--- src/rtl/ipt_pkg.sv ---
package ipt_pkg;

  // Register select values seen on addr
  typedef enum logic [1:0] {
    SEL_COMBINED = 2'd0,
    SEL_IPI_CLR  = 2'd1,
    SEL_TMR_CLR  = 2'd2,
    SEL_IPI_REQ  = 2'd3
  } reg_sel_e;

  // Field layout of the combined register
  localparam int FIELD_W      = 4;
  localparam int IPI_REQ_LSB  = 12;
  localparam int IPI_CLR_LSB  = 8;
  localparam int TMR_CLR_LSB  = 4;
  localparam int ACK_BIT      = 28;
  localparam int RD_IPI_LSB   = 8;
  localparam int RD_TMR_LSB   = 4;

  // Flags after the request step
  function automatic logic [FIELD_W-1:0] apply_req(
    input logic [FIELD_W-1:0] pend,
    input logic [FIELD_W-1:0] req
  );
    return pend | req;
  endfunction

  // Flags after the clear step
  function automatic logic [FIELD_W-1:0] apply_clr(
    input logic [FIELD_W-1:0] pend,
    input logic [FIELD_W-1:0] clr
  );
    return pend & ~clr;
  endfunction

  // A request that names a processor already pending
  function automatic logic redundant_req(
    input logic [FIELD_W-1:0] pend,
    input logic [FIELD_W-1:0] req
  );
    return |(pend & req);
  endfunction

  // A clear that names a processor with nothing pending
  function automatic logic stale_clr(
    input logic [FIELD_W-1:0] pend,
    input logic [FIELD_W-1:0] clr
  );
    return |(clr & ~pend);
  endfunction

endpackage

--- src/rtl/ipt_wr_decode.sv ---
module ipt_wr_decode
  import ipt_pkg::*;
#(
  parameter int NCPU = 4,
  parameter int DW   = 32
) (
  input  logic            wr_en,
  input  logic [1:0]      addr,
  input  logic [DW-1:0]   wdata,
  output logic [NCPU-1:0] ipi_req,
  output logic [NCPU-1:0] ipi_clr,
  output logic [NCPU-1:0] tmr_clr,
  output logic            wr_err
);

  reg_sel_e        sel;
  logic [NCPU-1:0] f_req, f_iclr, f_tclr, f_low;
  logic            ack;
  logic            empty;

  assign sel    = reg_sel_e'(addr);
  assign f_req  = wdata[IPI_REQ_LSB +: NCPU];
  assign f_iclr = wdata[IPI_CLR_LSB +: NCPU];
  assign f_tclr = wdata[TMR_CLR_LSB +: NCPU];
  assign f_low  = wdata[NCPU-1:0];
  assign ack    = wdata[ACK_BIT];

  always_comb begin
    empty = 1'b0;
    if (wr_en) begin
      unique case (sel)
        SEL_COMBINED: empty = (f_req == '0) && (f_iclr == '0) &&
                              (f_tclr == '0) && !ack;
        default:      empty = (f_low == '0);
      endcase
    end
  end

  always_comb begin
    ipi_req = '0;
    ipi_clr = '0;
    tmr_clr = '0;
    if (wr_en && !empty) begin
      unique case (sel)
        SEL_COMBINED: begin
          ipi_req = f_req;
          ipi_clr = f_iclr;
          tmr_clr = f_tclr;
        end
        SEL_IPI_CLR: ipi_clr = f_low;
        SEL_TMR_CLR: tmr_clr = f_low;
        SEL_IPI_REQ: ipi_req = f_low;
        default: ;
      endcase
    end
  end

  assign wr_err = empty;

endmodule

--- src/rtl/ipt_ipi_bank.sv ---
module ipt_ipi_bank
  import ipt_pkg::*;
#(
  parameter int NCPU = 4
) (
  input  logic            clk,
  input  logic            rst_n,
  input  logic [NCPU-1:0] req,
  input  logic [NCPU-1:0] clr,
  output logic [NCPU-1:0] pend,
  output logic            warn
);

  logic [NCPU-1:0]    pend_q;
  logic [NCPU-1:0]    pend_d;
  logic [FIELD_W-1:0] pend_w, req_w, clr_w, mid_w, fin_w;

  assign pend_w = FIELD_W'(pend_q);
  assign req_w  = FIELD_W'(req);
  assign clr_w  = FIELD_W'(clr);
  assign mid_w  = apply_req(pend_w, req_w);
  assign fin_w  = apply_clr(mid_w, clr_w);

  for (genvar i = 0; i < NCPU; i++) begin : g_cpu
    assign pend_d[i] = fin_w[i];
  end

  always_ff @(posedge clk) begin
    if (!rst_n) pend_q <= '0;
    else        pend_q <= pend_d;
  end

  assign warn = redundant_req(pend_w, req_w) | stale_clr(mid_w, clr_w);
  assign pend = pend_q;

endmodule

--- src/rtl/ipt_tmr_bank.sv ---
module ipt_tmr_bank #(
  parameter int NCPU = 4
) (
  input  logic            clk,
  input  logic            rst_n,
  input  logic            tick,
  input  logic [NCPU-1:0] clr,
  output logic [NCPU-1:0] pend
);

  logic [NCPU-1:0] pend_q;
  logic [NCPU-1:0] pend_d;

  // A tick in the same cycle as a clear leaves the flag set
  for (genvar i = 0; i < NCPU; i++) begin : g_cpu
    assign pend_d[i] = tick | (pend_q[i] & ~clr[i]);
  end

  always_ff @(posedge clk) begin
    if (!rst_n) pend_q <= '0;
    else        pend_q <= pend_d;
  end

  assign pend = pend_q;

endmodule

--- src/rtl/ipi_tmr_ctrl.sv ---
module ipi_tmr_ctrl
  import ipt_pkg::*;
#(
  parameter int NCPU = 4,
  parameter int DW   = 32
) (
  input  logic            clk,
  input  logic            rst_n,
  input  logic            wr_en,
  input  logic [1:0]      addr,
  input  logic [DW-1:0]   wdata,
  input  logic [1:0]      req_cpu,
  input  logic            tick,
  output logic [DW-1:0]   rdata,
  output logic [NCPU-1:0] ipi_irq,
  output logic [NCPU-1:0] tmr_irq,
  output logic            warn_pulse,
  output logic            err_pulse
);

  // Decoded events, named for the checker
  logic [NCPU-1:0] ev_ipi_req;
  logic [NCPU-1:0] ev_ipi_clr;
  logic [NCPU-1:0] ev_tmr_clr;
  logic            ev_err;
  logic            ev_warn;
  logic [NCPU-1:0] ipi_pend;
  logic [NCPU-1:0] tmr_pend;
  logic            warn_q, err_q;
  reg_sel_e        rsel;

  ipt_wr_decode #(.NCPU(NCPU), .DW(DW)) u_dec (
    .wr_en   (wr_en),
    .addr    (addr),
    .wdata   (wdata),
    .ipi_req (ev_ipi_req),
    .ipi_clr (ev_ipi_clr),
    .tmr_clr (ev_tmr_clr),
    .wr_err  (ev_err)
  );

  ipt_ipi_bank #(.NCPU(NCPU)) u_ipi (
    .clk   (clk),
    .rst_n (rst_n),
    .req   (ev_ipi_req),
    .clr   (ev_ipi_clr),
    .pend  (ipi_pend),
    .warn  (ev_warn)
  );

  ipt_tmr_bank #(.NCPU(NCPU)) u_tmr (
    .clk   (clk),
    .rst_n (rst_n),
    .tick  (tick),
    .clr   (ev_tmr_clr),
    .pend  (tmr_pend)
  );

  always_ff @(posedge clk) begin
    if (!rst_n) begin
      warn_q <= 1'b0;
      err_q  <= 1'b0;
    end else begin
      warn_q <= ev_warn;
      err_q  <= ev_err;
    end
  end

  assign rsel = reg_sel_e'(addr);

  always_comb begin
    rdata = '0;
    unique case (rsel)
      SEL_COMBINED: begin
        rdata[RD_IPI_LSB +: NCPU] = ipi_pend;
        rdata[RD_TMR_LSB +: NCPU] = tmr_pend;
        rdata[1:0]                = req_cpu;
      end
      SEL_IPI_CLR: rdata[NCPU-1:0] = ipi_pend;
      SEL_TMR_CLR: rdata[NCPU-1:0] = tmr_pend;
      default:     rdata = '0;
    endcase
  end

  assign ipi_irq    = ipi_pend;
  assign tmr_irq    = tmr_pend;
  assign warn_pulse = warn_q;
  assign err_pulse  = err_q;

endmodule

--- config.mk ---
export PLATFORM = sky130hd
export DESIGN_NAME = ipi_tmr_ctrl
export DESIGN_NICKNAME = d
export VERILOG_FILES = /design/src/rtl/ipt_pkg.sv /design/src/rtl/ipt_wr_decode.sv /design/src/rtl/ipt_ipi_bank.sv /design/src/rtl/ipt_tmr_bank.sv /design/src/rtl/ipi_tmr_ctrl.sv
export SDC_FILE = /design/constraint.sdc
export NUM_CORES = 1
export LEC_CHECK = 0
export ABC_AREA = 0
export CAP_MARGIN = 20
export CORE_AREA = 3 3 65 61
export DETAILED_ROUTE_END_ITERATION = 6
export DIE_AREA = 0 0 68 64
export GPL_ROUTABILITY_DRIVEN = 0
export PLACE_DENSITY = 0.83
export SKIP_CTS_REPAIR_TIMING = 1
export SYNTH_ARGS = -nofsm -noshare
export SYNTH_HDL_FRONTEND = slang
export SYNTH_SLANG_ARGS = --single-unit
--- constraint.sdc ---
create_clock -name clk -period 2.3 [get_ports clk]
set_clock_uncertainty 0.15 [all_clocks]
set_input_delay 0.345 -clock clk [delete_from_list [all_inputs] [get_ports clk]]
set_output_delay 0.345 -clock clk [all_outputs]
set_load 0.01 [all_outputs]
# Word-level counts from Yosys, hierarchy flattened
# Index checks and enable logic that the tools add are counted.
totals:
  output_inout_bits: 42
  reg_bits: 10
classes:
  n_eq_ne: 3
  bitwise: 19
  n_mux: 11
  reduce_logical: 13
ops:
  columns: ["op", "n"]
  rows:
  - ["$pmux 4 s2", 3]
  - ["$logic_not 4->1", 4]
  - ["$and 4x4->4", 3]
  - ["$mux 4", 3]
  - ["$mux 8", 1]
  - ["$not 4->4", 2]
  - ["$reduce_or 4->1", 2]
  - ["$pmux 2 s3", 1]
  - ["$or 1x1->1", 5]
  - ["$and 1x1->1", 4]
  - ["$eq 2x2->1 const B", 2]
  - ["$logic_and 1x1->1", 4]
  - ["$not 1->1", 4]
  - ["$or 4x4->4", 1]
  - ["$pmux 2 s2", 1]
  - ["$eq 2x1->1 const B", 1]
  - ["$logic_not 1->1", 2]
  - ["$logic_not 2->1", 1]
  - ["$mux 1", 2]

# Longest topological paths before layout
# Gate-level depths: netlist of run 1.
logic_depth:
  ltp_word: 14
  mapped_depth: 7

# By module
# A second synthesis of run 1 with hierarchy kept.
unflattened:
  hier_cells: 117
  hier_area_um2: 1046.0
modules_own_cells:
  columns: ["mod", "seq_area_each_um2", "instances", "area_each_um2", "cells_per_inst"]
  rows:
  - ["ipi_tmr_ctrl", 40.0, 1, 369.1, 47]
  - ["ipt_wr_decode", 0.0, 1, 342.8, 41]
  - ["ipt_ipi_bank", 80.1, 1, 168.9, 17]
  - ["ipt_tmr_bank", 80.1, 1, 165.2, 12]

# Worst setup path after synthesis of run 1
# No wires, ideal clock.
synth_timing:
  path_type: "in2reg"
  startpoint: "input addr[0]"
  endpoint: "register u_ipi.pend_q[3], in the netlist u_ipi.pend[3]"
  path_slack_ns: 0.089
  path_stages: 7
  n_path_buf: 1
  arrival_time_ns: 1.943
  setup_ns: 0.119
  cell_sequence: "inv_1 > ha_1 > or4b_4 > o41ai_4 > buf_6 > nor3b_1 > o221a_1"
synth_between:
  elab_chain_cells: 8
  elab_cells_between_ends: 14
  cone_classes: "2 x eq/ne; 6 x mux; 3 x bitwise; 3 x reduce/logical"
synth_lines:
  columns: ["item", "line_no", "text"]
  rows:
  - ["start, declared", "ipi_tmr_ctrl.sv:10", "input logic [1:0] addr,"]
  - ["$logic_not 2->1", "ipt_wr_decode.sv:31, ipt_wr_decode.sv:44", null]
  - ["$mux 1", "ipt_wr_decode.sv:31", "unique case (sel)"]
  - ["$mux 1", "ipt_wr_decode.sv:30", "if (wr_en) begin"]
  - ["$logic_not 1->1", "ipt_wr_decode.sv:43", "if (wr_en && !empty) begin"]
  - ["$logic_and 1x1->1", "ipt_wr_decode.sv:43", null]
  - ["$mux 4", "ipt_wr_decode.sv:43", null]
  - ["$or 4x4->4 or $not 4->4 (tied branches)", "ipt_pkg.sv:25, ipt_pkg.sv:33", null]
  - ["$and 4x4->4 (*)", "ipt_pkg.sv:33", "return pend & ~clr;"]
  - ["end signal, assigned", "ipt_ipi_bank.sv:30", "else pend_q <= pend_d;"]
  - ["end, declared", "ipt_ipi_bank.sv:14", "logic [NCPU-1:0] pend_q;"]
# Mark *: on every way between the ends. The rest lies on a longest branch, timed or not.
# A chain may end at the register's enable or synchronous reset.

# Worst setup path after layout of run 1
layout_timing:
  startpoint: "input wdata[4]"
  endpoint: "register u_ipi.pend_q[1], in the netlist u_ipi.pend[1]"
layout_between:
  elab_chain_cells: 10
  elab_cells_between_ends: 12
  cone_classes: "4 x mux; 3 x bitwise; 5 x reduce/logical"
layout_lines:
  columns: ["item", "line_no", "text"]
  rows:
  - ["start, declared", "ipi_tmr_ctrl.sv:11", "input logic [DW-1:0] wdata,"]
  - ["$logic_not 4->1 (*)", "ipt_wr_decode.sv:33", "(f_tclr == '0) && !ack;"]
  - ["$logic_and 1x1->1 (*)", "ipt_wr_decode.sv:32", "SEL_COMBINED: empty = (f_req == '0) && (f_iclr == '0) &&"]
  - ["$logic_and 1x1->1 (*)", "ipt_wr_decode.sv:33", null]
  - ["$mux 1 (*)", "ipt_wr_decode.sv:31", null]
  - ["$mux 1 (*)", "ipt_wr_decode.sv:30", null]
  - ["$logic_not 1->1 (*)", "ipt_wr_decode.sv:43", null]
  - ["$logic_and 1x1->1 (*)", "ipt_wr_decode.sv:43", null]
  - ["$mux 4", "ipt_wr_decode.sv:43", null]
  - ["$or 4x4->4 or $not 4->4 (tied branches)", "ipt_pkg.sv:25, ipt_pkg.sv:33", null]
  - ["$and 4x4->4 (*)", "ipt_pkg.sv:33", null]
# Marked as above.

==> results of run 1 <==
## area by class of cell
class / count / area (sq um)
Inverter: 5 / 18.8
Fill cell: 346 / 1750
Sequential cell: 10 / 200
Multi-Input combinational cell: 89 / 631
Tap cell: 44 / 55.1
Timing Repair Buffer: 65 / 639
Clock buffer: 4 / 55.1
## synth_stat cells
| cell type | instances |
|---|---|
| dfxtp_1 | 10 |
| o211a_1 | 1 |
| or2_2 | 1 |
| a211o_1 | 1 |
| ha_1 | 5 |
| nor3_1 | 2 |
| nor4_1 | 2 |
| a311oi_1 | 1 |
| buf_6 | 1 |
| nor2_1 | 5 |
| a21oi_1 | 4 |
| o21ai_0 | 4 |
| nor3b_1 | 4 |
| nand2_1 | 1 |
| or4b_4 | 1 |
| and2_1 | 8 |
| o22ai_1 | 1 |
| a22o_1 | 4 |
| a211oi_1 | 2 |
| o41ai_4 | 1 |
| or4_1 | 3 |
| a22oi_1 | 12 |
| o221a_2 | 3 |
| buf_4 | 20 |
| clkbuf_1 | 4 |
| inv_1 | 5 |
| conb_1 | 1 |
| o221a_1 | 1 |
| a222oi_1 | 2 |
## placed cells by master, fill, tap and decap left out, drive strengths merged
| cell | Yosys | routed |
|---|---|---|
| a211oi | 2 | 2 |
| or4 | 3 | 3 |
| clkdlybuf4s50 | 0 | 32 |
| and2 | 8 | 8 |
| a222oi | 2 | 2 |
| nor3 | 2 | 2 |
| o41ai | 1 | 1 |
| o21ai | 4 | 4 |
| ha | 5 | 5 |
| a311oi | 1 | 1 |
| nor2 | 5 | 5 |
| nor3b | 4 | 4 |
| o22ai | 1 | 1 |
| dlymetal6s2s | 0 | 14 |
| nand2 | 1 | 1 |
| clkbuf | 4 | 4 |
| a22oi | 12 | 12 |
| nor4 | 2 | 2 |
| inv | 5 | 5 |
| a21oi | 4 | 4 |
| dfxtp | 10 | 10 |
| o211a | 1 | 1 |
| o221a | 4 | 4 |
| or4b | 1 | 1 |
| buf | 21 | 19 |
| conb | 1 | 20 |
| a22o | 4 | 4 |
| or2 | 1 | 1 |
| a211o | 1 | 1 |
## worst max path at each step
stage               startpoint             to  slack, ns
CTS                    addr[0]       rdata[0]      -0.35
floorplan              addr[0]  u_ipi.pend[3]       0.09
global placement       addr[0]  u_ipi.pend[0]      -0.34
global route          wdata[8]  u_ipi.pend[1]      0.006
finish                wdata[4]  u_ipi.pend[1]       0.04
detailed placement     addr[0]  u_ipi.pend[1]      -0.39
## critical path: cells and delay by family
kind	cells	cell delay, ns
compound gates	2	0.66
simple gates	2	0.63
buf+inv	2	0.61
## sequential cells by signal (all words and copies together), names as in the netlist
| signal | cells |
|---|---|
| u_tmr.pend | 4 |
| warn_pulse | 1 |
| err_pulse | 1 |
| u_ipi.pend | 4 |
## power groups by stage
stage,Combinational [mW],Sequential (mW),Clock (mW)
3_5_place_dp,0.208,0.197,0
6_report,0.214,0.194,0.224
4_1_cts,0.210,0.194,0.231
5_1_grt,0.234,0.195,0.243
3_3_place_gp,0.207,0.197,0
2_1_floorplan,0.110,0.198,0
## per-layer routing
metal / wire [um] / vias up / part of all wire / GRT usage
li1: - / 501 / - / -
met1: 1190 / 475 / 0.40 / 0.174
met2: 1380 / 58 / 0.46 / 0.221
met3: 379 / 4 / 0.13 / 0.0633
met4: 36 / 0 / 0.012 / 0.0298
met5: 0 / - / 0 / 0
## logic make-up after synthesis
| group | synth area share |
|---|---|
| adder cells (fa/ha/maj) | 0.0668 |
| AO/OA/AOI/OAI | 0.328 |
| buffers and inverters | 0.209 |
| AND/OR/NAND/NOR | 0.179 |
| flip-flops | 0.214 |
| other | 0.00401 |
## per-stage QoR
stage          instance area (sq um)   util  hold WS [ns]  cells  TNS [ns]
5_1_grt                         1600  0.477         0.398    217         0
4_1_cts                         1540  0.458         0.376    216     -3.45
2_1_floorplan                   1010      -         0.328    129         0
6_report                        1600  0.477         0.377    217         0
3_5_place_dp                    1480  0.442         0.361    212     -5.74
3_3_place_gp                    1480  0.442         0.358    212     -5.23
==> impl_metrics.tcl, run 1 <==
set metrics [dict create \
    drc 0 \
    cts_made_buffers 3 \
    wl_per_cell_um 13.8 \
    pwr_density_cell_nw_per_um2 395 \
    ir_drop_mv 0.193 \
    fin_ws_ns 0.0354 \
    syn2layout_area_growth_pct 70.9 \
    post-dp-hpwl_mm 2.39 \
    slowest_delay_ns 0.58 \
    leakage_nw 0.885 \
    setup_viol 0 \
    cts_tree "yes" \
    grt_overflow 0 \
    die_w_um 68 \
    cts_root_buf "clkbuf_8" \
    yosys_warnings 0 \
    netlist_area_sq_um 936 \
    internal_power_mw 0.452 \
    cts_sinks 10 \
    reg2reg_to "warn_pulse" \
    syn_inst 110 \
    clock_path_buffers 2 \
    clock_latency_ns 0.24 \
    grt_max_degree 14 \
    crit_path_max_fanout 6 \
    critical_path_required_ns 2.28 \
    die_h_um 64 \
    grt_pass1_vias 1025 \
    ys_seq_area_frac 0.214 \
    ys_seq_elements 10 \
    netlist-cell-type-count 29 \
    wl_mm 2.98 \
    hold_violations 0 \
    antenna_left 0 \
    comb_power_share 0.339 \
    critPathLaunchType "input port" \
    switchingPower_mw 0.180 \
    numPortBuffers 46 \
    r2r_start "u_ipi.pend[0]" \
    viasPerCell 4.78 \
    final_layout_size_suffix_gt1_frac 0.197 \
    total_power_mw 0.632 \
    reg2reg_slack_ns 0.97 \
    layout.nets 219 \
    hp-class "flip-flop to flip-flop" \
    htree_levels 1 \
    min_from "u_tmr.pend[0]" \
    setup.worst_path.end_class "flip-flop" \
    cp_data_arrival_time_ns 2.24 \
    ioPinCount 82 \
    synthTopCellsByArea "dfxtp_1 (21%), buf_4 (16%), a22oi_1 (9.6%)" \
    drt_iter0_markers 31 \
    synth_top_area_share 0.214 \
    status "finished clean" \
    fmax_ghz 0.442 \
    synth_area_per_cell_sq_um 8.51 \
    yosys.area.top_type "dfxtp_1" \
    drv_slew 0 \
    r2r_cells 3 \
    die_area_sq_um 4350 \
    min_to "u_tmr.pend[0]" \
    post-route-min-period_ns 2.26 \
    fin_crit_sh 0.985 \
    vias 1038 \
    place_ws_ns -0.389 \
    start_util 0.279 \
    p_clk_frac 0.355 \
    grt_pass1_wl_mm 4.67 \
    crit_chain "clkdlybuf4s50_1 -> or4_4 -> o41ai_4 -> buf_6 -> nor3b_1 -> o221a_2" \
    critPathKind "input port to flip-flop" \
    hold-path-cell-count 2 \
    first_pass_iters 4 \
    cp_slowest_cell "or4_4" \
    rsz0062_at_grt "false" \
    grt.total_usage 0.141 \
    power.switching_fraction 0.285 \
    insertedDiodeCount 0 \
    antenna_found_initial 0 \
    rows 20 \
    cap_violations 0 \
    core_area_sq_um 3350 \
    cts.clk_slew.worst_paths_ns 0.05 \
    power_frac_seq 0.306 \
]
(Power assumes the default switching activity.)
==> run 2, diff against run 1 <==
SETUP_SLACK_MARGIN = 0.1   (was default)
==> run 2 against run 1 <==
  * Fmax grew 4.6%
  * Flip-flop and latch count did not move
  * Critical path depth unchanged
  * Critical path type unchanged
  * Largest cell class unchanged
==> impl_metrics.tcl, run 2 (synthesis gave the netlist of run 1 again) <==
set metrics [dict create \
    status "finished clean" \
    grt.total_usage 0.134 \
    critPathLaunchType "input port" \
    fin_cells 220 \
    postLayoutCellArea_sq_um 1650 \
    placed_cells 214 \
    fin_util 0.491 \
    vias 1064 \
    slowest_delay_ns 0.56 \
    cap_violations 0 \
    fmax_ghz 0.462 \
    dr_wl_met2_mm 1.61 \
    cts_sinks 10 \
    r2r_start "u_ipi.pend[0]" \
    clock_latency_ns 0.24 \
    hp-class "flip-flop to flip-flop" \
    final_cell_mix "clkdlybuf4s50_1 (28), conb_1 (20), buf_4 (20)" \
    fillers 326 \
    cts_made_buffers 3 \
    met3_length_um 242 \
    reg2reg_to "warn_pulse" \
    setup_viol 0 \
    setup.worst_path.end_class "flip-flop" \
    crit_chain "clkdlybuf4s50_1 -> or4_4 -> o41ai_4 -> buf_6 -> nor3b_1 -> o221a_2" \
    rsz0062_at_grt "false" \
    die_area_sq_um 4350 \
    wl_mm 3.09 \
    layout.nets 223 \
    hold_violations 0 \
    critPathKind "input port to flip-flop" \
    ioPinCount 82 \
    final_layout_size_suffix_gt1_frac 0.222 \
    critical_path_required_ns 2.27 \
    numPortBuffers 46 \
    htree_levels 1 \
    first_pass_iters 4 \
    min_to "u_tmr.pend[2]" \
    rows 20 \
    grt_overflow 0 \
    grt_pass1_vias 966 \
    drc 0 \
    reg2reg_slack_ns 0.94 \
    ir_drop_mv 0.156 \
    cts_root_buf "clkbuf_8" \
    insertedDiodeCount 0 \
    final_common_cell "clkdlybuf4s50_1" \
    top_layer "met3" \
    cp_data_arrival_time_ns 2.13 \
    leakage_nw 0.910 \
    hold-path-cell-count 2 \
    die_w_um 68 \
    antenna_found_initial 0 \
    viasPerCell 4.84 \
    grt_pass1_wl_mm 4.46 \
    antenna_left 0 \
    fin_crit_sh 0.941 \
    clock_path_buffers 2 \
    multiInputGateArea_sq_um 647 \
    met1_length_mm 1.23 \
    cts.clk_slew.worst_paths_ns 0.05 \
    die_h_um 64 \
    crit_path_max_fanout 6 \
    post-route-min-period_ns 2.16 \
    placed_area_sq_um 1500 \
    cts_tree "yes" \
    pwr_density_cell_nw_per_um2 364 \
    core_area_sq_um 3350 \
    r2r_cells 3 \
    total_power_mw 0.598 \
    syn2layout_area_growth_pct 75.8 \
    wl_per_cell_um 14.0 \
    cp_slowest_cell "or4_4" \
    drt_iter0_markers 48 \
    grt_max_degree 14 \
    start_util 0.279 \
    seqCellArea_sq_um 200 \
    post-dp-hpwl_mm 2.46 \
    min_from "u_tmr.pend[2]" \
    drv_slew 0 \
]
-- run 2: cell count changes in the layout (fill, tap and decap cells not counted), sizes merged --
cell / previous run / this run
dlymetal6s2s: 14 / 18
clkdlybuf4s50: 32 / 28
buf: 19 / 23
clkbuf: 4 / 3
-- run 2: worst max-delay path: cells and delay by family --
kind                   cells  cell delay [ns]
AO/OA/AOI/OAI              2             0.60
buffers and inverters      2             0.57
AND/OR/NAND/NOR            2             0.61
-- run 2: worst max path at each step --
stage / to / slack [ns] / start / depth (start not counted)
CTS: rdata[0] / -0.27 / addr[0] / 6
floorplan: u_ipi.pend[3] / 0.20 / addr[0] / 7
global route: u_ipi.pend[0] / 0.1 / wdata[28] / 6
detailed placement: u_ipi.pend[0] / -0.34 / addr[1] / 8
finish: u_ipi.pend[0] / 0.14 / wdata[28] / 6
global placement: u_ipi.pend[1] / -0.31 / addr[0] / 8
-- run 2: power breakdown --
part	total (mW)	internal, mW	switching (mW)
registers	0.194	0.183	0.0109
clock network	0.180	0.114	0.0660
logic	0.224	0.124	0.100
total	0.598	0.421	0.177
-- run 2: layer usage --
metal	track usage	vias to the layer above
li1	-	510
met1	0.168	505
met2	0.230	49
met3	0.0404	0
met4	0.0149	0
met5	0	-
-- run 2: through the flow --
| stage | hold WS (ns) | worst slack [ns] | TNS, ns |
|---|---|---|---|
| 3_5_place_dp | 0.361 | -0.344 | -4.98 |
| 5_1_grt | 0.397 | 0.0980 | 0 |
| 2_1_floorplan | 0.328 | 0.205 | 0 |
| 4_1_cts | 0.371 | -0.266 | -2.91 |
| 6_report | 0.369 | 0.136 | 0 |
| 3_3_place_gp | 0.356 | -0.310 | -4.35 |
-- run 2: layout make-up --
class	instances	area share
Tap cell	44	0.0335
Inverter	5	0.0114
Multi-Input combinational cell	89	0.393
Timing Repair Buffer	69	0.415
Sequential cell	10	0.122
Clock buffer	3	0.0251
==> run 3, diff against run 2 <==
CORE_AREA = 3 3 64 60   (was 3 3 65 61)
CTS_BUF_LIST = sky130_fd_sc_hd__clkbuf_4 sky130_fd_sc_hd__clkbuf_8   (was default)
DIE_AREA = 0 0 67 63   (was 0 0 68 64)
PLACE_DENSITY = 0.85   (was 0.83)
==> run 3 against run 2 <==
  * Worst setup slack worse by 0.0057 ns
  * Total power grew 6.7%
  * Register-to-register slack improved by 0.02 ns
  * First-iteration DRC count grew 6.3%
  * Routed wire length decreased by 0.36%
  * Utilization is 0.89 points higher
  * Sequential share of layout area about the same
  * Die area decreased by 3.0%
  * Non-clock buffer count unchanged
  * Fmax shrank 0.26%
  * Cell area rose by 0.30%
  * Final cell count grew 0.45%
  * Largest power group unchanged
==> impl_metrics.tcl, run 3 (synthesis gave the netlist of run 1 again) <==
set metrics [dict create \
    path_delay_family "buffers and inverters" \
    grt.total_usage 0.140 \
    drt_iter0_markers 51 \
    power_frac_seq 0.305 \
    grt_overflow 0 \
    fin_crit_sh 0.943 \
    pwr_density_cell_nw_per_um2 387 \
    post-route-min-period_ns 2.17 \
    slowest_delay_ns 0.55 \
    cts_sinks 10 \
    internal_power_mw 0.457 \
    htree_levels 1 \
    die_h_um 63 \
    critical_path_required_ns 2.33 \
    layout.nets 223 \
    cts_root_buf "clkbuf_8" \
    wl_mm 3.08 \
    reg2reg_to "warn_pulse" \
    min_from "u_tmr.pend[2]" \
    cts_made_buffers 3 \
    die_area_sq_um 4220 \
    numPortBuffers 46 \
    clock_latency_ns 0.23 \
    hold_violations 0 \
    critPathKind "input port to flip-flop" \
    rows 20 \
    power.switching_fraction 0.284 \
    cts_tree "yes" \
    crit_path_max_fanout 6 \
    cp_slowest_cell "or4_4" \
    comb_power_share 0.351 \
    ir_drop_mv 0.189 \
    vias 1057 \
    wl_per_cell_um 13.9 \
    insertedDiodeCount 0 \
    setup.worst_path.end_class "flip-flop" \
    p_clk_frac 0.344 \
    hp-class "flip-flop to flip-flop" \
    ioPinCount 82 \
    min_to "u_tmr.pend[2]" \
    grt_max_degree 19 \
    crit_chain "clkdlybuf4s50_1 -> or4_4 -> o41ai_4 -> buf_2 -> buf_4 -> o221a_2" \
    cp_data_arrival_time_ns 2.20 \
    status "finished clean" \
    clock_path_buffers 2 \
    final_common_cell "clkdlybuf4s50_1" \
    first_pass_iters 4 \
    final_layout_size_suffix_gt1_frac 0.249 \
    setup_viol 0 \
    start_util 0.283 \
    core_area_sq_um 3300 \
    cts.clk_slew.worst_paths_ns 0.05 \
    post-dp-hpwl_mm 2.41 \
    fmax_ghz 0.461 \
    fin_ws_ns 0.130 \
    grt_pass1_vias 1004 \
    cap_violations 0 \
    rsz0062_at_grt "false" \
    hold-path-cell-count 2 \
    antenna_found_initial 0 \
    viasPerCell 4.78 \
    syn2layout_area_growth_pct 76.3 \
    place_ws_ns -0.376 \
    die_w_um 67 \
    cp.buffers_inverters 3 \
    r2r_cells 3 \
    switchingPower_mw 0.181 \
    grt_pass1_wl_mm 4.62 \
    drc 0 \
    antenna_left 0 \
    total_power_mw 0.638 \
    leakage_nw 0.928 \
    critPathLaunchType "input port" \
    reg2reg_slack_ns 0.96 \
    r2r_start "u_ipi.pend[3]" \
    drv_slew 0 \
    final_cell_mix "clkdlybuf4s50_1 (25), conb_1 (20), buf_4 (20)" \
]
[run 3: changes by cell type in the layout (fill, tap and decap cells not counted), sizes merged]
cell | previous run | this run
clkdlybuf4s50 | 28 | 25
clkbuf | 3 | 7
[run 3: worst reg2reg max path, cell delays in order (launching register included)]
cell	delay [ns]
dfxtp_1	0.46
a22oi_1	0.13
a211o_1	0.31
a311oi_1	0.19
[run 3: worst max path at each step]
stage / startpoint / end / slack, ns / cells past startpoint
floorplan: addr[0] / u_ipi.pend[3] / 0.20 / 7
global placement: addr[0] / u_ipi.pend[2] / -0.32 / 8
detailed placement: addr[0] / u_ipi.pend[1] / -0.38 / 8
CTS: addr[0] / rdata[6] / -0.28 / 6
global route: wdata[28] / u_ipi.pend[1] / 0.08 / 6
finish: wdata[28] / u_ipi.pend[1] / 0.13 / 6
[run 3: layer usage]
layer,wire length [um],vias to the layer above,track usage
met1,1280,485,0.174
li1,-,511,-
met3,285,2,0.0450
met5,0,-,0
met2,1510,59,0.234
met4,6,0,0.0228
[run 3: layout make-up]
cell class                 count  area, sq um
multi-input combinational     89          644
clock buffer                   4         55.1
fill                         328         1650
inverter                       5         18.8
timing repair buffer          69          677
tap                           44         55.1
sequential                    10          200
[run 3: power by group through the flow]
stage	sequential, mW	clock (mW)	combinational (mW)
finish	0.194	0.220	0.224
global route	0.196	0.231	0.242
CTS	0.193	0.227	0.214
detailed placement	0.197	0	0.212
global placement	0.196	0	0.210
floorplan	0.198	0	0.110
[run 3: through the flow]
stage	utilization	TNS [ns]	hold WS (ns)	instance area (sq um)	instances
floorplan	-	0	0.328	1010	129
global placement	0.453	-4.89	0.356	1500	214
detailed placement	0.453	-5.53	0.352	1500	214
CTS	0.470	-3.55	0.360	1550	218
global route	0.500	0	0.406	1650	221
finish	0.500	0	0.369	1650	221
